==> config.mk <==
export PLATFORM = sky130hd
export DESIGN_NAME = pllcfg_regbank
export DESIGN_NICKNAME = d
export VERILOG_FILES = /design/src/rtl/pllcfg_pkg.sv /design/src/rtl/pllcfg_prog.sv /design/src/rtl/pllcfg_ctrl.sv /design/src/rtl/pllcfg_rdmux.sv /design/src/rtl/pllcfg_regbank.sv
export SDC_FILE = /design/constraint.sdc
export NUM_CORES = 1
export LEC_CHECK = 0
export ABC_AREA = 1
export BUFFER_PORTS_ARGS = -buffer_cell sky130_fd_sc_hd__buf_2
export CORE_MARGIN = 2
export CORE_UTILIZATION = 47
export DETAILED_ROUTE_END_ITERATION = 6
export GPL_ROUTABILITY_DRIVEN = 0
export MAX_ROUTING_LAYER = met4
export PLACE_DENSITY = 0.85
export SLEW_MARGIN = 40
export SYNTH_ARGS = -nofsm -noshare
export SYNTH_HDL_FRONTEND = slang
export SYNTH_HIERARCHICAL = 1
export SYNTH_SLANG_ARGS = --single-unit
==> constraint.sdc <==
create_clock -name clk -period 1 [get_ports clk]
set_input_delay 0 -clock clk [delete_from_list [all_inputs] [get_ports clk]]
set_output_delay 0 -clock clk [all_outputs]
set_load 0.05 [all_outputs]
==> src/rtl/pllcfg_pkg.sv <==
package pllcfg_pkg;
    localparam int DATA_W = 8;
    localparam int ADDR_W = 3;
    localparam int MUL_W  = 12;
    localparam int VRS_W  = 8;
    localparam int RDS_W  = 4;
    localparam int MULH_W = MUL_W - DATA_W;

    localparam logic [ADDR_W-1:0] OFF_CTL  = 3'd0;
    localparam logic [ADDR_W-1:0] OFF_BW   = 3'd1;
    localparam logic [ADDR_W-1:0] OFF_MULH = 3'd2;
    localparam logic [ADDR_W-1:0] OFF_MULL = 3'd3;
    localparam logic [ADDR_W-1:0] OFF_VRS  = 3'd4;
    localparam logic [ADDR_W-1:0] OFF_RDS  = 3'd5;

    localparam logic [MUL_W-1:0] MUL_RST = 12'h040;
    localparam logic [VRS_W-1:0] VRS_RST = 8'h40;
    localparam logic [RDS_W-1:0] RDS_RST = 4'h1;

    typedef struct packed {
        logic       ie;
        logic       pll_on;
        logic       bcs;
        logic [1:0] pre;
        logic [1:0] vpr;
    } ctrl_t;

    typedef struct packed {
        logic [MUL_W-1:0] mul;
        logic [VRS_W-1:0] vrs;
        logic [RDS_W-1:0] rds;
    } prog_t;

    localparam ctrl_t CTRL_RST = '{ie: 1'b0, pll_on: 1'b1, bcs: 1'b0, pre: 2'b00, vpr: 2'b00};
    localparam prog_t PROG_RST = '{mul: MUL_RST, vrs: VRS_RST, rds: RDS_RST};

    function automatic logic [DATA_W-1:0] ctrl_byte(ctrl_t c, logic flag);
        return {c.ie, flag, c.pll_on, c.bcs, c.pre, c.vpr};
    endfunction
endpackage

==> src/rtl/pllcfg_prog.sv <==
module pllcfg_prog
    import pllcfg_pkg::*;
(
    input  logic              clk,
    input  logic              rst,
    input  logic              wr_en,
    input  logic [ADDR_W-1:0] addr,
    input  logic [DATA_W-1:0] wdata,
    input  logic              frozen,
    output prog_t             prog
);
    prog_t prog_q, prog_d;
    logic  wr_ok;

    assign wr_ok = wr_en && !frozen;

    always_comb begin
        prog_d = prog_q;
        if (wr_ok) begin
            case (addr)
                OFF_MULH: prog_d.mul[MUL_W-1:DATA_W] = wdata[MULH_W-1:0];
                OFF_MULL: prog_d.mul[DATA_W-1:0]     = wdata;
                OFF_VRS:  prog_d.vrs                 = wdata[VRS_W-1:0];
                OFF_RDS:  prog_d.rds                 = wdata[RDS_W-1:0];
                default:  prog_d = prog_q;
            endcase
        end
    end

    always_ff @(posedge clk) begin
        if (rst) prog_q <= PROG_RST;
        else     prog_q <= prog_d;
    end

    assign prog = prog_q;
endmodule

==> src/rtl/pllcfg_ctrl.sv <==
module pllcfg_ctrl
    import pllcfg_pkg::*;
(
    input  logic              clk,
    input  logic              rst,
    input  logic              wr_en,
    input  logic              rd_en,
    input  logic [ADDR_W-1:0] addr,
    input  logic [DATA_W-1:0] wdata,
    input  logic              vrs_zero,
    input  logic              lock_in,
    input  logic              acq_in,
    output ctrl_t             ctrl,
    output logic              auto_mode,
    output logic              acq,
    output logic              flag
);
    ctrl_t ctrl_q, ctrl_d;
    logic  auto_q, auto_d;
    logic  acq_q, acq_d;
    logic  flag_q, flag_d;
    logic  lock_q;
    logic  wr_ctl, wr_bw, rd_ctl, lock_chg;
    logic  unused_wbit;

    assign unused_wbit = wdata[6];
    assign wr_ctl   = wr_en && (addr == OFF_CTL);
    assign wr_bw    = wr_en && (addr == OFF_BW);
    assign rd_ctl   = rd_en && (addr == OFF_CTL);
    assign lock_chg = lock_in ^ lock_q;

    always_comb begin
        auto_d = wr_bw ? wdata[7] : auto_q;

        ctrl_d = ctrl_q;
        if (wr_ctl) begin
            ctrl_d.pre = wdata[3:2];
            ctrl_d.vpr = wdata[1:0];
        end

        if (ctrl_q.bcs)  ctrl_d.pll_on = 1'b1;
        else if (wr_ctl) ctrl_d.pll_on = wdata[5];

        if (!ctrl_d.pll_on || vrs_zero) ctrl_d.bcs = 1'b0;
        else if (wr_ctl)                ctrl_d.bcs = wdata[4];

        if (!auto_d)     ctrl_d.ie = 1'b0;
        else if (wr_ctl) ctrl_d.ie = wdata[7];

        if (auto_q)     acq_d = acq_in;
        else if (wr_bw) acq_d = wdata[5];
        else            acq_d = acq_q;

        if (!auto_d)                flag_d = 1'b0;
        else if (auto_q && lock_chg) flag_d = 1'b1;
        else if (rd_ctl)            flag_d = 1'b0;
        else                        flag_d = flag_q;
    end

    always_ff @(posedge clk) begin
        if (rst) begin
            ctrl_q <= CTRL_RST;
            auto_q <= 1'b0;
            acq_q  <= 1'b0;
            flag_q <= 1'b0;
            lock_q <= 1'b0;
        end else begin
            ctrl_q <= ctrl_d;
            auto_q <= auto_d;
            acq_q  <= acq_d;
            flag_q <= flag_d;
            lock_q <= lock_in;
        end
    end

    assign ctrl      = ctrl_q;
    assign auto_mode = auto_q;
    assign acq       = acq_q;
    assign flag      = flag_q;
endmodule

==> src/rtl/pllcfg_rdmux.sv <==
module pllcfg_rdmux
    import pllcfg_pkg::*;
(
    input  logic [ADDR_W-1:0] addr,
    input  ctrl_t             ctrl,
    input  prog_t             prog,
    input  logic              auto_mode,
    input  logic              acq,
    input  logic              flag,
    input  logic              lock_in,
    output logic [DATA_W-1:0] rdata
);
    localparam int MULH_PAD = DATA_W - MULH_W;
    localparam int RDS_PAD  = DATA_W - RDS_W;

    always_comb begin
        case (addr)
            OFF_CTL:  rdata = ctrl_byte(ctrl, flag && auto_mode);
            OFF_BW:   rdata = {auto_mode, lock_in && auto_mode, acq, 5'b0};
            OFF_MULH: rdata = {{MULH_PAD{1'b0}}, prog.mul[MUL_W-1:DATA_W]};
            OFF_MULL: rdata = prog.mul[DATA_W-1:0];
            OFF_VRS:  rdata = prog.vrs;
            OFF_RDS:  rdata = {{RDS_PAD{1'b0}}, prog.rds};
            default:  rdata = '0;
        endcase
    end
endmodule

==> src/rtl/pllcfg_regbank.sv <==
module pllcfg_regbank
    import pllcfg_pkg::*;
(
    input  logic              clk,
    input  logic              rst,
    input  logic [ADDR_W-1:0] addr,
    input  logic              wr_en,
    input  logic              rd_en,
    input  logic [DATA_W-1:0] wdata,
    output logic [DATA_W-1:0] rdata,
    input  logic              lock_in,
    input  logic              acq_in,
    output logic [MUL_W-1:0]  mul_o,
    output logic [VRS_W-1:0]  vrs_o,
    output logic [RDS_W-1:0]  rds_o,
    output logic [1:0]        pre_o,
    output logic [1:0]        vpr_o,
    output logic              pll_on_o,
    output logic              bcs_o,
    output logic              auto_o,
    output logic              acq_o,
    output logic              irq_o
);
    ctrl_t ctrl;
    prog_t prog;
    logic  auto_mode, acq, flag;

    pllcfg_prog prog_i (
        .clk(clk), .rst(rst), .wr_en(wr_en), .addr(addr), .wdata(wdata),
        .frozen(ctrl.pll_on), .prog(prog)
    );

    pllcfg_ctrl ctrl_i (
        .clk(clk), .rst(rst), .wr_en(wr_en), .rd_en(rd_en), .addr(addr),
        .wdata(wdata), .vrs_zero(prog.vrs == '0), .lock_in(lock_in),
        .acq_in(acq_in), .ctrl(ctrl), .auto_mode(auto_mode), .acq(acq),
        .flag(flag)
    );

    pllcfg_rdmux rdmux_i (
        .addr(addr), .ctrl(ctrl), .prog(prog), .auto_mode(auto_mode),
        .acq(acq), .flag(flag), .lock_in(lock_in), .rdata(rdata)
    );

    assign mul_o    = prog.mul;
    assign vrs_o    = prog.vrs;
    assign rds_o    = prog.rds;
    assign pre_o    = ctrl.pre;
    assign vpr_o    = ctrl.vpr;
    assign pll_on_o = ctrl.pll_on;
    assign bcs_o    = ctrl.bcs;
    assign auto_o   = auto_mode;
    assign acq_o    = acq;
    assign irq_o    = flag && ctrl.ie;
endmodule

==> results by group <==
Power
  – Tot Pwr: 0.003224 W
  – Static Leak: 1.492 nW
  – Power density over the cells: 1036 nW/µm²
  – Peak supply drop: 829.1 µV

Critical path
  – Worst setup SP type: flop
  – Worst R2R Start: ctrl_i/ctrl[5]$_SDFF_PP1_
  – Worst path max stage delay: 360 ps
  – Crit-path max FO: 3
  – Crit. Startpoint: prog_i/prog[20]$_SDFFE_PP0P_
  – Worst path bufs/invs: 2
  – Endpoint type of the worst setup path: output pin
  – Critical Path AT: 1170 ps
  – CP top delay family: flip-flops
  – Crit path cell chain: nand4_1 > nand2_1 > inv_1 > nand2_2 > buf_8
  – CP max-delay cell: dfxtp_2
  – Critical path data required time: 1000 ps
  – Critical path type: reg -> out

Die
  – Num ports: 58
  – Die area: 4911 µm²
  – FP Rows: 24
  – Initial Util: 0.4812
  – Die H: 70.08 µm
  – Core ar.: 4264 µm²
  – Chip width: 70.08 µm

Logic synthesis
  – Mapped cell area: 2052 µm²
  – Top cell type's share of synthesized area: 0.3415
  – Syn_area_per_cell: 6.598 µm²
  – Synth cell types: 20
  – Syn Inst Count: 311
  – Post-synthesis sequential area ratio: 0.3415
  – Top post-synthesis cells by area: dfxtp_1, nand2_1, nor2_1, nand4_1, nand3_1
  – Synthesis warning total: 6
  – Post-synthesis register bit count: 35
  – Syn_nets: 328
  – Leading area contributor after synthesis: dfxtp_1

Global route
  – Initial antenna violation count: 0
  – First-pass GRT wire length: 12.15 mm
  – GRT Total Usage: 0.3240
  – Largest net degree at the start of global routing: 25
  – Vias in the first global route: 2489
  – Congestion Overflow GR: 0

Layout
  – Leading cell type in the layout, fill and taps excluded: nand2_1
  – # diodes: 0
  – Area Overhead vs Synth: 51.65%
  – Most frequent cells in the layout: nand2_1, nor2_1, buf_2
  – Ratio of cells with drive above 1 in the final layout: 0.4642
  – Filler cells: 292
  – Final net count: 421

Status
  – Status: finished with violations
  – Failing checks: DRC, setup timing

Timing
  – Final hold violations: 0
  – F_max: 851.7 MHz
  – Final Setup Violations: 33
  – RSZ-0062 raised after global routing: yes
  – Skew final: 4.999 ps
  – Setup TNS: -3431 ps
  – Final critical-path share of the clock period: 1.174
  – Slew margin rel.: 0.7657
  – Worst Max-Slew Pin Slew: 350.7 ps
  – Fin. max-slew vios: 0
  – Minimum clock period: 1174 ps
  – Worst setup margin: -174.2 ps

Clock network
  – CTS tree: built
  – Num Clock Sinks: 35
  – Worst skew pair latency: 300 ps
  – CTS Buf Count: 5
  – Htree depth: 2
  – Clk slew on worst S/H paths: 70 ps
  – CTS max path bufs: 2
  – Root buffer cell: clkbuf_8

Hold path
  – Hold Path Origin: wdata[1]
  – Worst min path class: in -> reg

Placed design
  – Port-buffer cells: 57
  – HPWL Detailed: 4.728 mm

Route
  – DRT Wirelength: 8.245 mm
  – DRC: 8
  – DR pass1 iterations: 7
  – Avg WL per Cell: 18.04 µm
  – Post-DRT Antenna Nets: 0
  – Routed via count: 2748
  – Drt via density: 6.013
  – DR iter-0 viols: 550

Job
  – Max Cap Viol: 0
-- per-stage QoR --
| step | worst slack (ps) | cells | instance area (µm²) | utilization | hold WS [ps] |
|---|---|---|---|---|---|
| after floorplan | -7.587 | 311 | 2128 | - | 107.0 |
| after global placement | -18.49 | 427 | 2587 | 0.6068 | 243.5 |
| after detailed placement | -104.9 | 427 | 2587 | 0.6068 | 255.9 |
| after CTS | -119.4 | 453 | 2995 | 0.7025 | 30.05 |
| after global routing | -194.6 | 457 | 3112 | 0.7298 | 49.48 |
| final | -174.2 | 457 | 3112 | 0.7298 | 56.21 |
-- worst register-to-register path, cell delays in order, from the launching register on --
cell and delay, ps:
dfxtp_4 370, inv_4 80, nand3b_1 160, nor2_4 260, nor2_1 80, nor2_1 130
-- sequential cells by signal (all words and copies together), names as in the netlist --
register / count
ctrl_i/acq: 1
prog_i/prog: 24
ctrl_i/auto_mode: 1
ctrl_i/ctrl: 7
ctrl_i/lock_q: 1
ctrl_i/flag: 1
-- path summary, 6_finish.rpt --
path | to | slack (ps) | cells past startpoint
max | rdata[0] | -170 | 5
min | ctrl_i/ctrl[1]$_SDFFE_PP0P_ | 60 | 3
max reg2reg | prog_i/prog[11]$_SDFFE_PP0P_ | -150 | 5
min reg2reg | prog_i/prog[23]$_SDFFE_PP0P_ | 490 | 2
-- kinds of logic (layout without fill, tap and decap cells) --
family / Yosys count / after routing / share of synthesized area
simple gates: 208 / 208 / 0.4957
flops: 35 / 35 / 0.3415
compound gates: 16 / 16 / 0.03902
buf+inv: 52 / 146 / 0.1238
-- report_power, final --
group | switching, W | internal [W]
clock | 0.000537 | 0.000629
sequential | 0.0000152 | 0.00140
combinational | 0.000412 | 0.000228
total | 0.000964 | 0.00226
-- synth_stat cells --
library cell and count:
nand3_1 35, nor2_1 59, inv_1 33, a21oi_1 13, inv_2 4, buf_2 2, nand3b_1 2, nor2_4 6
nand4_1 29, nand2_1 65, buf_4 5, clkbuf_1 1, nand2_4 3, buf_1 2, nor2_2 2, nand3_2 6
nand2_2 1, o21ai_0 3, buf_6 5, dfxtp_1 35
-- routing by layer --
| metal | routed length, µm | vias up | part of all wire | track usage |
|---|---|---|---|---|
| li1 | - | 1190 | - | - |
| met1 | 2989 | 1248 | 0.36 | 0.3819 |
| met2 | 3775 | 218 | 0.46 | 0.4952 |
| met3 | 892 | 92 | 0.11 | 0.06782 |
| met4 | 587 | 0 | 0.071 | 0.2201 |
| met5 | 0 | - | 0 | - |
-- layout make-up --
class	count	area, µm²	share of cell area
repair buffers	101	825.8	0.2654
inverters	37	143.9	0.04624
multi-input cells	224	1225	0.3936
clock buffers	8	100.1	0.03217
flip-flops and latches	35	752.0	0.2417
well taps	52	65.06	0.02091
-- what timing repair did --
action,in CTS,in global routing
hold buffers,6,0
pin swaps,36,25
endpoints found under the setup margin,24,43
gates resized for setup,46,31
buffers inserted,12,4
endpoints found under the hold margin,8,0
Power figures use the tool's default switching activity.
